## src/rtl/refcnt_pkg.sv

```systemverilog
package refcnt_pkg;
  // bits needed for a counter that reaches max_val
  function automatic int cnt_width(input int max_val);
    return (max_val < 2) ? 1 : $clog2(max_val + 1);
  endfunction
endpackage

```

## src/rtl/refcnt_tally.sv

```systemverilog
// Counts, per physical register, how many valid ports name it this cycle.
module refcnt_tally #(
  parameter int NUM_PREGS = 64,
  parameter int PORTS     = 4,
  parameter int PW        = 6,
  parameter int TW        = 3
) (
  input  logic [PORTS-1:0]                 vld_i,
  input  logic [PORTS-1:0][PW-1:0]         preg_i,
  output logic [NUM_PREGS-1:0][TW-1:0]     hits_o
);
  for (genvar g = 0; g < NUM_PREGS; g++) begin : g_reg
    logic [TW-1:0] acc;
    always_comb begin
      acc = '0;
      for (int k = 0; k < PORTS; k++) begin
        if (vld_i[k] && (preg_i[k] == PW'(g))) acc = acc + TW'(1);
      end
    end
    assign hits_o[g] = acc;
  end
endmodule

```

## src/rtl/refcnt_bank.sv

```systemverilog
// One counter set: net update, optional bulk load, reset pattern.
module refcnt_bank #(
  parameter int NUM_PREGS  = 64,
  parameter int CW         = 4,
  parameter int IW         = 3,
  parameter int DW         = 3,
  parameter int SW         = 12,
  parameter int RESET_LIVE = 32
) (
  input  logic                          clk,
  input  logic                          rst_n,
  input  logic [NUM_PREGS-1:0][IW-1:0]  inc_i,
  input  logic [NUM_PREGS-1:0][DW-1:0]  dec_i,
  input  logic                          load_i,
  input  logic [NUM_PREGS-1:0][CW-1:0]  load_val_i,
  output logic [NUM_PREGS-1:0][CW-1:0]  cnt_o,
  output logic [NUM_PREGS-1:0][SW-1:0]  sum_o,
  output logic [NUM_PREGS-1:0][CW-1:0]  nxt_o
);
  for (genvar g = 0; g < NUM_PREGS; g++) begin : g_cnt
    localparam logic [CW-1:0] RST_VAL = (g < RESET_LIVE) ? CW'(1) : '0;
    logic          en;
    logic [CW-1:0] nxt;
    logic [CW-1:0] q;

    always_comb begin
      sum_o[g] = SW'(q) + SW'(inc_i[g]) - SW'(dec_i[g]);
      nxt      = load_i ? load_val_i[g] : sum_o[g][CW-1:0];
      en       = load_i || (inc_i[g] != '0) || (dec_i[g] != '0);
    end

    always_ff @(posedge clk or negedge rst_n) begin
      if (!rst_n)  q <= RST_VAL;
      else if (en) q <= nxt;
    end

    assign cnt_o[g] = q;
    assign nxt_o[g] = nxt;
  end
endmodule

```

## src/rtl/refcnt_table.sv

```systemverilog
module refcnt_table #(
  parameter int NUM_PREGS  = 64,
  parameter int ALLOC_W    = 4,
  parameter int CMT_W      = 4,
  parameter int REL_W      = 4,
  parameter int MAX_REFS   = 15,
  parameter int RESET_LIVE = 32,
  localparam int PW        = $clog2(NUM_PREGS)
) (
  input  logic                            clk,
  input  logic                            rst_n,
  input  logic [ALLOC_W-1:0]              alloc_vld_i,
  input  logic [ALLOC_W-1:0][PW-1:0]      alloc_preg_i,
  input  logic [CMT_W-1:0]                cmt_vld_i,
  input  logic [CMT_W-1:0][PW-1:0]        cmt_preg_i,
  input  logic [REL_W-1:0]                rel_vld_i,
  input  logic [REL_W-1:0][PW-1:0]        rel_preg_i,
  input  logic                            redirect_i,
  output logic [NUM_PREGS-1:0]            freed_o
);
  localparam int CW  = refcnt_pkg::cnt_width(MAX_REFS);
  localparam int AW  = $clog2(ALLOC_W + 1);
  localparam int CTW = $clog2(CMT_W + 1);
  localparam int RW  = $clog2(REL_W + 1);
  localparam int SW  = CW + AW + CTW + RW + 1;

  logic [NUM_PREGS-1:0][AW-1:0]  alloc_hits;
  logic [NUM_PREGS-1:0][CTW-1:0] cmt_hits;
  logic [NUM_PREGS-1:0][RW-1:0]  rel_hits;
  logic [NUM_PREGS-1:0][CW-1:0]  spec_cnt, arch_cnt, spec_nxt, arch_nxt;
  logic [NUM_PREGS-1:0][SW-1:0]  spec_sum, arch_sum;
  logic [NUM_PREGS-1:0]          freed_d, freed_q;

  refcnt_tally #(.NUM_PREGS(NUM_PREGS), .PORTS(ALLOC_W), .PW(PW), .TW(AW)) u_alloc_tally (
    .vld_i(alloc_vld_i), .preg_i(alloc_preg_i), .hits_o(alloc_hits));
  refcnt_tally #(.NUM_PREGS(NUM_PREGS), .PORTS(CMT_W), .PW(PW), .TW(CTW)) u_cmt_tally (
    .vld_i(cmt_vld_i), .preg_i(cmt_preg_i), .hits_o(cmt_hits));
  refcnt_tally #(.NUM_PREGS(NUM_PREGS), .PORTS(REL_W), .PW(PW), .TW(RW)) u_rel_tally (
    .vld_i(rel_vld_i), .preg_i(rel_preg_i), .hits_o(rel_hits));

  // architectural set: commits add, releases remove, never loaded
  refcnt_bank #(.NUM_PREGS(NUM_PREGS), .CW(CW), .IW(CTW), .DW(RW), .SW(SW),
                .RESET_LIVE(RESET_LIVE)) u_arch (
    .clk(clk), .rst_n(rst_n), .inc_i(cmt_hits), .dec_i(rel_hits),
    .load_i(1'b0), .load_val_i('0),
    .cnt_o(arch_cnt), .sum_o(arch_sum), .nxt_o(arch_nxt));

  // speculative set: allocations add, releases remove, redirect reloads
  refcnt_bank #(.NUM_PREGS(NUM_PREGS), .CW(CW), .IW(AW), .DW(RW), .SW(SW),
                .RESET_LIVE(RESET_LIVE)) u_spec (
    .clk(clk), .rst_n(rst_n), .inc_i(alloc_hits), .dec_i(rel_hits),
    .load_i(redirect_i), .load_val_i(arch_nxt),
    .cnt_o(spec_cnt), .sum_o(spec_sum), .nxt_o(spec_nxt));

  // emptying is judged on the update path, independent of a reload
  always_comb begin
    for (int p = 0; p < NUM_PREGS; p++) begin
      freed_d[p] = (spec_cnt[p] != '0) && (spec_sum[p] == '0);
    end
  end

  always_ff @(posedge clk or negedge rst_n) begin
    if (!rst_n) freed_q <= '0;
    else        freed_q <= freed_d;
  end

  assign freed_o = freed_q;
endmodule

```

## config.mk

```make
export PLATFORM = sky130hd
export DESIGN_NAME = refcnt_table
export DESIGN_NICKNAME = d
export VERILOG_FILES = /design/src/rtl/refcnt_pkg.sv /design/src/rtl/refcnt_tally.sv /design/src/rtl/refcnt_bank.sv /design/src/rtl/refcnt_table.sv
export SDC_FILE = /design/constraint.sdc
export NUM_CORES = 2
export LEC_CHECK = 0
export ABC_AREA = 0
export BUFFER_PORTS_ARGS = -buffer_cell sky130_fd_sc_hd__buf_2
export CAP_MARGIN = 20
export CORE_AREA = 2 2 421 423
export DETAILED_ROUTE_END_ITERATION = 6
export DIE_AREA = 0 0 423 425
export PLACE_DENSITY = 0.82
export SLEW_MARGIN = 40
export SYNTH_ARGS = -nofsm -noshare
export SYNTH_HDL_FRONTEND = slang
export SYNTH_HIERARCHICAL = 1
export SYNTH_SLANG_ARGS = --single-unit
```

## constraint.sdc

```tcl
create_clock -name clk -period 3.21 [get_ports clk]
set_input_delay 0.963 -clock clk [delete_from_list [all_inputs] [get_ports clk]]
set_output_delay 0.963 -clock clk [all_outputs]
set_load 0.005 [all_outputs]
```

==> flow_summary.json, run 1 <==
{
  "gp_congestion": 1.18,
  "ioPinCount": 151,
  "grt_overflow": 6,
  "netlist_area_um2": 106000,
  "outcome": "did not finish",
  "synth_warnings": 6,
  "grt_max_degree": 470,
  "htree_num_levels": 3,
  "error": "[ERROR GRT-0232] Routing congestion too high. Check the congestion heatmap in the GUI.",
  "synth_area_per_cell_um2": 8.10,
  "portBuffers": 150,
  "fp.dieH_um": 425,
  "dp.final_hpwl_mm": 404,
  "lastStage": "5_1_grt",
  "start_util": 0.603,
  "clock_path_buffers": 3,
  "syn_inst": 13100,
  "grt_use_total": 0.746,
  "clock-root-buffer": "clkbuf_16",
  "place_ws_ps": -2570,
  "num_rows": 154,
  "holdBufCountCts": 0,
  "dp.cells": 18100,
  "die_x_um": 423,
  "cts-buffers-inserted": 77
}
[routing by layer]
layer / GRT usage / GRT overflow
met1: 0.752 / 0
met2: 0.922 / 3
met4: 0.745 / 2
met5: 0.289 / 0
met3: 0.567 / 1
[through the flow]
stage | instance area (um2) | setup TNS [ps]
global placement | 136000 | -1080450
floorplan | 109000 | -650710
CTS | 149000 | -541480
detailed placement | 136000 | -1104430
[repair_timing]
item	in CTS
cloned	10
resized for setup	1792
pin swaps	747
setup endpoints to repair	576
setup buffers	298
==> inputs of run 2 (changes only) <==
Settings changed: CORE_AREA 2 2 421 423 to 2 2 535 537, DIE_AREA 0 0 423 425 to 0 0 537 539, PLACE_DENSITY 0.82 to unset, PLACE_DENSITY_LB_ADDON set to 0.15.
==> run 2 against run 1 <==
Effect of this change:
- synthesized area unchanged
- synthesized cell count unchanged
- the flow now finishes, with violations (DRC, slew limit, setup timing)
==> flow_summary.json, run 2 <==
{
  "dp.final_hpwl_mm": 445,
  "first_global_vias": 114000,
  "clk_latency_ps": 870,
  "drt_iter0_markers": 9955,
  "drv_slew": 269,
  "outcome": "complete, but fails checks",
  "grt_max_degree": 470,
  "final_nets": 18300,
  "rsz0062_at_grt": "true",
  "cts_tree": "built",
  "violations": "DRC, slew limit, setup timing",
  "hold_viol_final": 0,
  "post-route-min-period_ps": 4430,
  "skew_ps": 80.7,
  "via_count": 114000,
  "antenna_found_initial": 42,
  "power_density_nw_per_um2": 426,
  "grt_overflow": 0,
  "via_per_inst": 5.60,
  "syn_inst": 13100,
  "drive_above_1_share": 0.468,
  "cts-buffers-inserted": 91,
  "cp_max_fo": 7,
  "htree_num_levels": 3,
  "clock-root-buffer": "clkbuf_16",
  "clk_pin_slew_ps": 60,
  "grt_pass1_wl_mm": 786,
  "path_class": "in -> reg",
  "drc": 3,
  "crit_arrival_ps": 5090,
  "period_share": 1.38,
  "max_freq_ghz": 0.226,
  "endpoint_kind": "flop",
  "power.leakage_nw": 72.5,
  "syn_to_final_growth_pct": 52.8,
  "start_util": 0.372,
  "ant_nets": 0,
  "worst_pin_slew_ps": 2440,
  "die_x_um": 537,
  "fin_ws_ps": -1220,
  "ioPinCount": 151,
  "postLayoutCoreUtil": 0.569,
  "setup_violations": 576,
  "holdWs_ps": 115,
  "fp.dieH_um": 539,
  "wl_mm": 553,
  "cts.sinks": 576,
  "num_rows": 196,
  "synth_warnings": 6,
  "core_area_um2": 284000,
  "dieArea_um2": 289000,
  "gp_congestion": 1.06,
  "portBuffers": 150,
  "layout_common_cells": "3619 x buf_4, 1577 x inv_1, 1003 x ha_1",
  "hp-class": "in -> async",
  "holdBufCountCts": 0,
  "drv_cap": 0,
  "clock_path_buffers": 4,
  "start_kind": "input port",
  "netlist_area_um2": 106000,
  "fin_setup_tns_ps": -478410,
  "grt_use_total": 0.370,
  "avgRoutedWirePerCell_um": 27.1,
  "relSlewSlack": -0.624,
  "synth_area_per_cell_um2": 8.10,
  "drt_first_pass_iters": 7,
  "irDropWorstVdd_mv": 0.522,
  "critical_path_required_ps": 3870,
  "layout_commonest_cell": "buf_4"
}
==> run 2: report_power, final <==
part	internal, mW	leakage (nW)	total, mW	switching [mW]
Combinational	24.5	64.5	47.3	22.7
Clock	6.03	1.43	10.3	4.29
Sequential	9.68	6.64	11.1	1.47
Total	40.2	72.5	68.7	28.5
==> run 2: layout make-up <==
cell class / instances / area (um2)
inverter: 1734 / 6530
multi-input combinational: 9655 / 92100
sequential: 576 / 14500
timing repair buffer: 4503 / 40700
clock buffer: 133 / 2620
fill: 25600 / 122000
clock inverter: 28 / 313
antenna: 19 / 47.5
tap: 3762 / 4710
==> run 2: path summary, 6_finish.rpt <==
path / from / endpoint / slack (ps) / depth (start not counted)
setup / recovery: rel_preg_i[5] / u_spec/g_cnt[14].q[2] / -1220 / 17
hold / removal: rst_n / u_arch/g_cnt[11].q[2] / 110 / 1
setup reg to reg: u_spec/g_cnt[39].q[1] / freed_o[39] / 630 / 11
hold reg to reg: u_arch/g_cnt[31].q[0] / u_arch/g_cnt[31].q[0] / 480 / 2
max in group asynchronous: rst_n / u_spec/g_cnt[22].q[0] / 2120 / 2
min in group clk: u_arch/g_cnt[31].q[0] / u_arch/g_cnt[31].q[0] / 480 / 2
==> run 2: worst max-delay path, cell delays in order <==
cell and delay (ps):
buf_8 110, or3b_4 490, buf_12 180, buf_4 140, nor2_4 140, ha_4 250
or4b_4 530, nor4_4 220, a211oi_2 160, ha_1 360, inv_1 50, ha_2 180
fa_2 340, xor2_1 160, mux2_4 280, mux2_4 270, mux2_4 260
==> run 2: per-stage QoR <==
stage | setup slack (ps) | instance area, um2 | std cells | total power [mW]
floorplan | -1560 | 109000 | 13300 | 40.8
CTS | -1090 | 157000 | 20300 | 66.2
finish | -1220 | 162000 | 20400 | 68.7
detailed placement | -2640 | 141000 | 19700 | 51.6
global placement | -2560 | 141000 | 19700 | 50.1
global route | -1350 | 162000 | 20400 | 74.2
==> run 2: per-layer routing <==
layer | global-route usage | wire length [um] | vias up
met2 | 0.552 | 233000 | 4619
li1 | - | - | 51900
met3 | 0.0727 | 45500 | 1186
met5 | 0 | 203 | -
met4 | 0.267 | 49100 | 26
met1 | 0.474 | 226000 | 56500
==> run 2: timing repair <==
action,CTS,global route
endpoints found under the setup margin,576,576
buffers inserted,381,113
gates resized for setup,2184,807
pin swaps,884,454
cloned,14,6
(Power assumes the default switching activity.)
